## src/rtl/mdio_pkg.sv

```systemverilog
package mdio_pkg;
   typedef enum logic [2:0] {
      SEG_IDLE,
      SEG_PRE,
      SEG_CMD,
      SEG_TURN,
      SEG_RDAT,
      SEG_POST
   } seg_e;

   localparam logic [1:0] SOF_CODE  = 2'b01;
   localparam logic [1:0] OP_READ   = 2'b10;
   localparam logic [1:0] OP_WRITE  = 2'b01;
   localparam logic [1:0] TURN_CODE = 2'b10;
endpackage

```

## src/rtl/mdio_clk_gen.sv

```systemverilog
// Bus clock generator: low half then high half per bit slot.
module mdio_clk_gen #(
   parameter int DIV_W = 8
) (
   input  logic             clk,
   input  logic             rst,
   input  logic             load,
   input  logic             run,
   input  logic             last_slot,
   input  logic [DIV_W-1:0] half_cycles,
   output logic             mdc,
   output logic             rise_now,
   output logic             slot_end
);
   logic [DIV_W-1:0] cnt_q;
   logic [DIV_W-1:0] lim_q;
   logic             at_lim;

   assign at_lim   = (cnt_q == lim_q);
   assign rise_now = run && !load && at_lim && !mdc;
   assign slot_end = run && !load && at_lim && mdc;

   always_ff @(posedge clk) begin
      if (rst) begin
         mdc   <= 1'b1;
         cnt_q <= '0;
         lim_q <= '0;
      end else if (load) begin
         mdc   <= 1'b0;
         cnt_q <= '0;
         lim_q <= (half_cycles == '0) ? '0 : half_cycles - 1'b1;
      end else if (run) begin
         if (at_lim) begin
            cnt_q <= '0;
            if (!mdc)
               mdc <= 1'b1;
            else if (!last_slot)
               mdc <= 1'b0;
         end else begin
            cnt_q <= cnt_q + 1'b1;
         end
      end
   end
endmodule

```

## src/rtl/mdio_frame_seq.sv

```systemverilog
// Slot sequencer: preamble, command, turnaround, read data, trailer.
module mdio_frame_seq
   import mdio_pkg::*;
#(
   parameter int PHY_AW   = 5,
   parameter int REG_AW   = 5,
   parameter int DATA_W   = 16,
   parameter int PRE_LEN  = 32,
   parameter int POST_LEN = 32
) (
   input  logic              clk,
   input  logic              rst,
   input  logic              start,
   input  logic              rd_not_wr,
   input  logic [PHY_AW-1:0] phy_addr,
   input  logic [REG_AW-1:0] reg_addr,
   input  logic [DATA_W-1:0] wr_data,
   input  logic              rise_now,
   input  logic              slot_end,
   input  logic              mdio_i,
   output logic              accept,
   output logic              last_slot,
   output logic              busy,
   output logic              done,
   output logic              mdio_o,
   output logic              mdio_oe,
   output logic [DATA_W-1:0] rd_data
);
   localparam int HDR_W   = 4 + PHY_AW + REG_AW;
   localparam int FRAME_W = HDR_W + 2 + DATA_W;
   localparam int MAXLEN0 = (PRE_LEN > POST_LEN) ? PRE_LEN : POST_LEN;
   localparam int MAXLEN  = (MAXLEN0 > FRAME_W) ? MAXLEN0 : FRAME_W;
   localparam int CNT_W   = $clog2(MAXLEN + 1);

   localparam logic [CNT_W-1:0] PRE_LAST  = CNT_W'(PRE_LEN - 1);
   localparam logic [CNT_W-1:0] POST_LAST = CNT_W'(POST_LEN - 1);
   localparam logic [CNT_W-1:0] HDR_LAST  = CNT_W'(HDR_W - 1);
   localparam logic [CNT_W-1:0] FRM_LAST  = CNT_W'(FRAME_W - 1);
   localparam logic [CNT_W-1:0] DAT_LAST  = CNT_W'(DATA_W - 1);

   seg_e               seg_q;
   logic [CNT_W-1:0]   cnt_q;
   logic [FRAME_W-1:0] frame_q;
   logic [FRAME_W-1:0] frame_new;
   logic [DATA_W-1:0]  rsh_q;
   logic               is_rd_q;
   logic               cmd_last;

   assign frame_new = {SOF_CODE, rd_not_wr ? OP_READ : OP_WRITE, phy_addr, reg_addr,
                       TURN_CODE, rd_not_wr ? {DATA_W{1'b0}} : wr_data};
   assign busy      = (seg_q != SEG_IDLE);
   assign accept    = start && !busy;
   assign cmd_last  = is_rd_q ? (cnt_q == HDR_LAST) : (cnt_q == FRM_LAST);
   assign last_slot = (seg_q == SEG_POST) && (cnt_q == POST_LAST);

   always_ff @(posedge clk) begin
      if (rst) begin
         seg_q   <= SEG_IDLE;
         cnt_q   <= '0;
         frame_q <= '0;
         rsh_q   <= '0;
         is_rd_q <= 1'b0;
         done    <= 1'b0;
         mdio_o  <= 1'b1;
         mdio_oe <= 1'b0;
         rd_data <= '0;
      end else begin
         done <= 1'b0;
         if (accept) begin
            seg_q   <= SEG_PRE;
            cnt_q   <= '0;
            frame_q <= frame_new;
            is_rd_q <= rd_not_wr;
            mdio_o  <= 1'b1;
            mdio_oe <= 1'b1;
         end else begin
            if (rise_now && seg_q == SEG_RDAT)
               rsh_q <= {rsh_q[DATA_W-2:0], mdio_i};
            if (slot_end) begin
               cnt_q <= cnt_q + 1'b1;
               unique case (seg_q)
                  SEG_PRE: begin
                     if (cnt_q == PRE_LAST) begin
                        seg_q   <= SEG_CMD;
                        cnt_q   <= '0;
                        mdio_o  <= frame_q[FRAME_W-1];
                        frame_q <= {frame_q[FRAME_W-2:0], 1'b0};
                     end
                  end
                  SEG_CMD: begin
                     if (cmd_last) begin
                        cnt_q <= '0;
                        if (is_rd_q) begin
                           seg_q   <= SEG_TURN;
                           mdio_oe <= 1'b0;
                        end else begin
                           seg_q  <= SEG_POST;
                           mdio_o <= 1'b1;
                        end
                     end else begin
                        mdio_o  <= frame_q[FRAME_W-1];
                        frame_q <= {frame_q[FRAME_W-2:0], 1'b0};
                     end
                  end
                  SEG_TURN: begin
                     seg_q <= SEG_RDAT;
                     cnt_q <= '0;
                  end
                  SEG_RDAT: begin
                     if (cnt_q == DAT_LAST) begin
                        seg_q   <= SEG_POST;
                        cnt_q   <= '0;
                        mdio_o  <= 1'b1;
                        mdio_oe <= 1'b1;
                     end
                  end
                  SEG_POST: begin
                     if (cnt_q == POST_LAST) begin
                        seg_q   <= SEG_IDLE;
                        cnt_q   <= '0;
                        mdio_oe <= 1'b0;
                        done    <= 1'b1;
                        if (is_rd_q)
                           rd_data <= rsh_q;
                     end
                  end
                  default: seg_q <= SEG_IDLE;
               endcase
            end
         end
      end
   end
endmodule

```

## src/rtl/mdio_frame_master.sv

```systemverilog
module mdio_frame_master #(
   parameter int DIV_W    = 8,
   parameter int PHY_AW   = 5,
   parameter int REG_AW   = 5,
   parameter int DATA_W   = 16,
   parameter int PRE_LEN  = 32,
   parameter int POST_LEN = 32
) (
   input  logic              clk,
   input  logic              rst,
   input  logic              start,
   input  logic              rd_not_wr,
   input  logic [PHY_AW-1:0] phy_addr,
   input  logic [REG_AW-1:0] reg_addr,
   input  logic [DATA_W-1:0] wr_data,
   input  logic [DIV_W-1:0]  half_cycles,
   input  logic              mdio_i,
   output logic [DATA_W-1:0] rd_data,
   output logic              done,
   output logic              busy,
   output logic              mdc,
   output logic              mdio_o,
   output logic              mdio_oe
);
   initial begin
      if (DIV_W < 1)    $fatal(1, "DIV_W must be at least 1");
      if (DATA_W < 2)   $fatal(1, "DATA_W must be at least 2");
      if (PRE_LEN < 1)  $fatal(1, "PRE_LEN must be at least 1");
      if (POST_LEN < 1) $fatal(1, "POST_LEN must be at least 1");
   end

   logic accept;
   logic last_slot;
   logic rise_now;
   logic slot_end;

   mdio_clk_gen #(.DIV_W(DIV_W)) u_clk (
      .clk        (clk),
      .rst        (rst),
      .load       (accept),
      .run        (busy),
      .last_slot  (last_slot),
      .half_cycles(half_cycles),
      .mdc        (mdc),
      .rise_now   (rise_now),
      .slot_end   (slot_end)
   );

   mdio_frame_seq #(
      .PHY_AW  (PHY_AW),
      .REG_AW  (REG_AW),
      .DATA_W  (DATA_W),
      .PRE_LEN (PRE_LEN),
      .POST_LEN(POST_LEN)
   ) u_seq (
      .clk      (clk),
      .rst      (rst),
      .start    (start),
      .rd_not_wr(rd_not_wr),
      .phy_addr (phy_addr),
      .reg_addr (reg_addr),
      .wr_data  (wr_data),
      .rise_now (rise_now),
      .slot_end (slot_end),
      .mdio_i   (mdio_i),
      .accept   (accept),
      .last_slot(last_slot),
      .busy     (busy),
      .done     (done),
      .mdio_o   (mdio_o),
      .mdio_oe  (mdio_oe),
      .rd_data  (rd_data)
   );
endmodule

```

## config.mk

```make
export PLATFORM = sky130hd
export DESIGN_NAME = mdio_frame_master
export DESIGN_NICKNAME = d
export VERILOG_FILES = /design/src/rtl/mdio_pkg.sv /design/src/rtl/mdio_clk_gen.sv /design/src/rtl/mdio_frame_seq.sv /design/src/rtl/mdio_frame_master.sv
export SDC_FILE = /design/constraint.sdc
export NUM_CORES = 1
export LEC_CHECK = 0
export BUFFER_PORTS_ARGS = -buffer_cell sky130_fd_sc_hd__buf_2
export CAP_MARGIN = 20
export CELL_PAD_IN_SITES_DETAIL_PLACEMENT = 0
export CELL_PAD_IN_SITES_GLOBAL_PLACEMENT = 1
export CORE_MARGIN = 5
export CORE_UTILIZATION = 39
export DETAILED_ROUTE_END_ITERATION = 16
export GPL_ROUTABILITY_DRIVEN = 0
export PLACE_DENSITY = 0.8
export SYNTH_ARGS = -nofsm -noshare
export SYNTH_HDL_FRONTEND = slang
export SYNTH_HIERARCHICAL = 1
export SYNTH_SLANG_ARGS = --single-unit
export TNS_END_PERCENT = 10
```

## constraint.sdc

```tcl
create_clock -name clk -period 2.5 [get_ports clk]
set_input_delay 0.5 -clock clk [delete_from_list [all_inputs] [get_ports clk]]
set_output_delay 0.5 -clock clk [all_outputs]
set_load 0.02 [all_outputs]
```

==> flow_metrics.py, run 1 <==
metrics = {
    "routing": {
        "drt-initial-drc-count": 278,
        "routed_via_density": 5.42,
        "routed_wl_um": 10900,
        "routedWlPerCell_um": 14.5,
        "drtPass1Iterations": 4,
        "remaining_drc_errors": 0,
        "antenna_left": 0,
        "num_vias": 4059,
    },
    "layout": {
        "layout_commonest_cell": "nand2_1",
        "area_growth_pct": 21.1,
        "final_cell_area_um2": 5520,
        "mostFrequentLayoutCells": "nand2_1, dfxtp_1, buf_2",
        "fin_util_pct": 48.3,
        "antennaDiodeCount": 0,
        "drive_gt1_share_pct": 22.8,
        "fin_nets": 645,
        "fin_cells": 749,
        "fill_cells": 1127,
    },
    "logic_synthesis": {
        "postSynthAreaPerCell_um2": 8.42,
        "synth_seq_area_share_pct": 41.3,
        "netlist_area_um2": 4550,
        "synth_edf_count": 0,
        "synth_ff_type": "dfxtp_1",
        "synth-seq-cells": 94,
        "synth_cells": 541,
        "ys_async_sr_fraction_pct": 0,
        "yosysUniqueCellTypes": 58,
        "synth_fp_nets": 585,
        "ys_warn_count": 6,
    },
    "pwr": {
        "swShare_pct": 25.4,
        "p_seq_share_pct": 44.8,
        "power.switching_mw": 0.919,
        "p_int_mw": 2.70,
        "comb_power_share_pct": 14.5,
        "peakVddDrop_mv": 0.368,
        "pwr-share-clk_pct": 40.6,
        "total_leakage_power_nw": 2.15,
        "powerDensity_nw_per_um2": 656,
    },
    "sta": {
        "hold_viol": 0,
        "whs_ns": 0.395,
        "finClkSkew_ns": 0.00621,
        "fmax_mhz": 411,
        "post-route-period-util_pct": 97.2,
        "finalMaxSlewViolations": 0,
        "finalCriticalPeriod_ns": 2.43,
        "postLayoutSetupSlackWorst_ns": 0.0697,
        "relSlewSlack_pct": 58.7,
        "setup_viol": 0,
        "rsz0062_at_grt": "true",
        "worstMarginPinSlew_ns": 0.620,
    },
    "setup_path": {
        "cpLargestDelayFamily": "simple AND/OR/NAND/NOR gates",
        "critical_path_buf_inv_count": 2,
        "cpPeakStageDelay_ns": 0.41,
        "start_kind": "flip-flop",
        "slowest_stage": "or3_4",
        "critPathKind": "flip-flop to flip-flop",
        "cp_max_fo": 15,
        "crit_path_cell_trace": "xnor2_2 > nand3_2 > or3_4 > nor3b_4 > nand2_2 > o31ai_4 > buf_6 > clkbuf_16 > o211ai_1 > o211a_1",
        "cp-end-kind": "flip-flop",
        "worstPathRequired_ns": 2.73,
        "cp_data_arrival_time_ns": 2.66,
    },
    "grt": {
        "grt_pass1_wl_um": 18500,
        "gr-total-overflow": 0,
        "grt_util_all_layers_pct": 15.5,
        "grt_pass1_vias": 3879,
        "grt_antenna_before_repair": 0,
        "grt_max_degree": 62,
    },
    "die": {
        "die_area_um2": 13900,
        "start_util_pct": 39.9,
        "die_h_um": 118,
        "ioPinCount": 60,
        "die_x_um": 118,
        "coreArea_um2": 11400,
        "core.rowCount": 39,
    },
    "clock_tree": {
        "clock_sinks": 94,
        "clockRootBuffer": "clkbuf_16",
        "htreeDepth": 3,
        "cts_hold_buf": 0,
        "cts_buffer_depth": 2,
        "numCtsBuffers": 9,
        "cts_tree": "yes",
        "worstSkewPairLatency_ns": 0.34,
        "clk_pin_slew_worst_paths_ns": 0.07,
    },
    "placement": {
        "dp_hpwl_um": 7320,
        "placed_cell_area_um2": 5080,
        "place_inst": 730,
        "place_ws_ns": 0.0711,
        "io_buffers": 59,
    },
    "run": {
        "maxCapViolCount": 0,
    },
    "outcome": {
        "status": "complete, no violations",
    },
    "min_path": {
        "min_path_type": "primary input to flip-flop",
    },
}
flip-flops by register name, summed over array words and instances (netlist names):
signal and count:
u_seq/frame_q 32, u_seq/done 1, u_seq/cnt_q 6, u_seq/is_rd_q 1
u_seq/seg_q 3, u_clk/lim_q 8, u_seq/mdio_oe 1, u_seq/mdio_o 1
u_seq/rsh_q 16, u_clk/mdc 1, u_clk/cnt_q 8, u_seq/rd_data 16
final timing paths:
path / cells after the start / slack [ns] / start / endpoint
worst max-delay path: 10 / 0.07 / u_clk/cnt_q[5]$_SDFFE_PP0P_ / u_seq/frame_q[11]$_SDFFE_PP0P_
worst min-delay path: 2 / 0.39 / half_cycles[0] / u_clk/lim_q[0]$_SDFFE_PP0P_
worst max register to register: 10 / 0.07 / u_clk/cnt_q[5]$_SDFFE_PP0P_ / u_seq/frame_q[11]$_SDFFE_PP0P_
worst min register to register: 2 / 0.45 / u_seq/rd_data[0]$_SDFFE_PP0P_ / u_seq/rd_data[0]$_SDFFE_PP0P_
cell type report:
| cell class | instances | area [um2] | area share (%) |
|---|---|---|---|
| Inverter | 9 | 35.0 | 0.635 |
| Clock buffer | 10 | 239 | 4.33 |
| Timing Repair Buffer | 88 | 593 | 10.8 |
| Multi-Input combinational cell | 399 | 2490 | 45.2 |
| Tap cell | 143 | 179 | 3.24 |
| Sequential cell | 94 | 1890 | 34.3 |
| Clock inverter | 6 | 85.1 | 1.54 |
layer usage:
layer / GRT usage, % / share of wire, % / up-vias
li1: - / - / 2059
met1: 21.3 / 50 / 1915
met2: 24.1 / 45 / 76
met3: 2.93 / 3.5 / 9
met4: 5.30 / 1.4 / 0
met5: 0 / 0 / -
Yosys cell counts, drive strengths merged, types with 3 or more instances:
cell type / count / area, um2
a211oi: 15 / 113
a21oi: 58 / 294
and3: 12 / 75.1
and4: 3 / 26.3
buf: 15 / 93.8
clkbuf: 24 / 110
clkinv: 3 / 11.3
dfxtp: 94 / 1880
ha: 5 / 62.6
inv: 6 / 22.5
nand2: 95 / 364
nand2b: 3 / 18.8
nand3: 26 / 135
nand3b: 22 / 165
nand4: 5 / 37.5
nor2: 22 / 85.1
nor2b: 3 / 18.8
nor3: 21 / 105
nor3b: 5 / 57.6
o211a: 17 / 170
o211ai: 17 / 128
o21ai: 12 / 60.1
o31ai: 3 / 36.3
xnor2: 17 / 149
xor2: 8 / 70.1
cell families after synthesis:
| logic type | count (synthesis) | share of synthesized area, % |
|---|---|---|
| AOI/OAI and AO/OA | 136 | 20.3 |
| xor gates and xnor gates | 25 | 4.81 |
| adders and majority gates | 5 | 1.37 |
| buffers and inverters | 48 | 5.22 |
| DFF | 94 | 41.3 |
| muxes | 2 | 0.440 |
| and+or+nand+nor | 231 | 26.5 |
what timing repair did:
| action | CTS | global route |
|---|---|---|
| resized for setup | 0 | 15 |
| endpoints found under the setup margin | 0 | 54 |
| setup buffers | 0 | 2 |
power groups by stage:
stage	combinational (mW)	sequential, mW	clock, mW
finish	0.526	1.62	1.47
CTS	0.524	1.62	1.50
global placement	0.509	1.65	0
detailed placement	0.522	1.65	0
floorplan	0.355	1.65	0
global route	0.582	1.63	1.57
per-stage QoR:
stage                     setup TNS (ns)  total power [mW]
after floorplan                   -0.211              2.00
after global placement                 0              2.16
after detailed placement               0              2.17
after CTS                              0              3.65
after global routing              -0.254              3.79
final                                  0              3.62
(Power assumes the default switching activity.)
==> run 2: changes to the inputs <==
--- a/config.mk
+++ b/config.mk
@@ -10,10 +10,11 @@
 export CELL_PAD_IN_SITES_DETAIL_PLACEMENT = 0
 export CELL_PAD_IN_SITES_GLOBAL_PLACEMENT = 1
 export CORE_MARGIN = 5
-export CORE_UTILIZATION = 39
+export CORE_UTILIZATION = 47
 export DETAILED_ROUTE_END_ITERATION = 16
 export GPL_ROUTABILITY_DRIVEN = 0
-export PLACE_DENSITY = 0.8
+export MAX_ROUTING_LAYER = met4
+export PLACE_DENSITY = 0.89
 export SYNTH_ARGS = -nofsm -noshare
 export SYNTH_HDL_FRONTEND = slang
 export SYNTH_HIERARCHICAL = 1
==> constraint.sdc (replaced) <==
create_clock -name clk -period 2.8 [get_ports clk]
set_input_delay 0.56 -clock clk [delete_from_list [all_inputs] [get_ports clk]]
set_output_delay 0.56 -clock clk [all_outputs]
set_load 0.02 [all_outputs]
==> flow_metrics.py, run 2 (synthesis results as in run 1) <==
metrics = {
    "outcome": {
        "status": "complete, no violations",
    },
    "pwr": {
        "total_leakage_power_nw": 2.05,
        "peakVddDrop_mv": 0.215,
        "comb_power_share_pct": 16.7,
        "powerDensity_nw_per_um2": 522,
        "p_seq_share_pct": 52.7,
        "power.switching_mw": 0.797,
        "swShare_pct": 29.0,
        "p_int_mw": 1.95,
        "pwr-share-clk_pct": 30.6,
        "power_mw": 2.74,
    },
    "setup_path": {
        "cp-end-kind": "flip-flop",
        "start_kind": "flip-flop",
        "worstPathRequired_ns": 3.08,
        "cp_max_fo": 7,
        "critPathKind": "flip-flop to flip-flop",
        "reg2reg_setup_slack_ns": 0.13,
        "cp_data_arrival_time_ns": 2.96,
    },
    "sta": {
        "rsz0062_at_grt": "true",
        "finalCriticalPeriod_ns": 2.67,
        "worstMarginPinSlew_ns": 0.851,
        "finalMaxSlewViolations": 0,
        "finClkSkew_ns": 0.0129,
        "whs_ns": 0.415,
        "fmax_mhz": 374,
        "hold_viol": 0,
        "setup_viol": 0,
        "relSlewSlack_pct": 43.0,
        "post-route-period-util_pct": 95.5,
    },
    "die": {
        "start_util_pct": 47.5,
        "die_h_um": 108,
        "core.rowCount": 36,
        "ioPinCount": 60,
        "coreArea_um2": 9590,
        "die_x_um": 108,
        "die_area_um2": 11800,
    },
    "layout": {
        "largest_register_ffs": 32,
        "fin_nets": 642,
        "drive_gt1_share_pct": 20.2,
        "reg.largest.list": "u_seq/frame_q: 32 flops, u_seq/rd_data: 16 flops, u_seq/rsh_q: 16 flops",
        "fin_cells": 736,
        "antennaDiodeCount": 0,
        "largest-register": "u_seq/frame_q",
        "mostFrequentLayoutCells": "nand2_1, dfxtp_1, buf_2",
        "area_growth_pct": 15.4,
    },
    "clock_tree": {
        "worstSkewPairLatency_ns": 0.37,
        "clock_sinks": 94,
        "cts_tree": "yes",
        "clk_pin_slew_worst_paths_ns": 0.09,
        "clockRootBuffer": "clkbuf_8",
        "htreeDepth": 3,
        "cts_buffer_depth": 2,
        "numCtsBuffers": 9,
    },
    "routing": {
        "remaining_drc_errors": 0,
        "routed_wl_um": 10900,
        "routed_via_density": 5.59,
        "routedWlPerCell_um": 14.8,
        "antenna_left": 0,
        "drtPass1Iterations": 5,
        "num_vias": 4115,
        "drt-initial-drc-count": 303,
    },
    "grt": {
        "grt_pass1_vias": 3705,
        "grt_util_all_layers_pct": 18.8,
        "grt_max_degree": 65,
        "gr-total-overflow": 0,
        "grt_antenna_before_repair": 0,
        "grt_pass1_wl_um": 17300,
    },
    "placement": {
        "dp_hpwl_um": 7070,
        "io_buffers": 59,
        "place_inst": 715,
    },
    "min_path": {
        "min_path_type": "primary input to flip-flop",
    },
    "run": {
        "maxCapViolCount": 0,
    },
}
-- run 2: area by class of cell --
cell class | instances | area, um2
Clock inverter | 6 | 43.8
Multi-Input combinational cell | 402 | 2510
Sequential cell | 94 | 1880
Timing Repair Buffer | 82 | 484
Clock buffer | 10 | 138
Fill cell | 904 | 4340
Tap cell | 133 | 166
Inverter | 9 | 33.8
-- run 2: power by group through the flow --
stage	sequential [mW]	combinational, mW	clock [mW]
2_1_floorplan	1.47	0.312	0
3_3_place_gp	1.47	0.434	0
3_5_place_dp	1.48	0.447	0
4_1_cts	1.45	0.448	0.862
5_1_grt	1.45	0.504	0.915
6_report	1.45	0.458	0.841
-- run 2: timing repair --
| item | in CTS | in global routing |
|---|---|---|
| endpoints found under the setup margin | 30 | 32 |
| gates cloned | 1 | 2 |
| hold endpoints to repair | 0 | 0 |
| buffers inserted | 1 | 1 |
| resized for setup | 1 | 4 |
| pin swaps | 2 | 5 |
| hold buffers | 0 | 0 |
-- run 2: per-stage QoR --
| step | util, % | TNS (ns) | worst slack [ns] | cell area (um2) |
|---|---|---|---|---|
| after detailed placement | 52.1 | -3.71 | -0.172 | 5000 |
| after global routing | 54.8 | -0.00523 | -0.00523 | 5260 |
| final | 54.8 | 0 | 0.127 | 5260 |
| after global placement | 52.1 | -0.283 | -0.0200 | 5000 |
| after floorplan | - | 0 | 0.153 | 4550 |
| after CTS | 54.3 | -0.00810 | -0.00810 | 5210 |
-- run 2: metal layers --
layer | vias up | track usage (%) | part of all wire (%)
li1 | 2057 | - | -
met1 | 1927 | 25.1 | 46
met2 | 118 | 28.4 | 47
met3 | 13 | 3.34 | 5.5
met4 | 0 | 7.12 | 1.6
met5 | - | - | 0
-- run 2: path summary, 6_finish.rpt --
check | startpoint | endpoint | cells after the start
hold / removal | half_cycles[0] | u_clk/lim_q[0]$_SDFFE_PP0P_ | 2
hold reg to reg | u_seq/rd_data[11]$_SDFFE_PP0P_ | u_seq/rd_data[11]$_SDFFE_PP0P_ | 2
setup / recovery | u_clk/lim_q[4]$_SDFFE_PP0P_ | u_seq/frame_q[28]$_SDFFE_PP0P_ | 8
setup reg to reg | u_clk/lim_q[4]$_SDFFE_PP0P_ | u_seq/frame_q[28]$_SDFFE_PP0P_ | 8
-- run 2: critical path: stages, from the launching register on --
cell,delay (ns)
dfxtp_1,0.34
xnor2_1,0.21
nand4_2,0.17
or3_4,0.42
nor3b_4,0.23
nand2_1,0.27
o31ai_2,0.63
nor3_1,0.09
a211oi_1,0.22
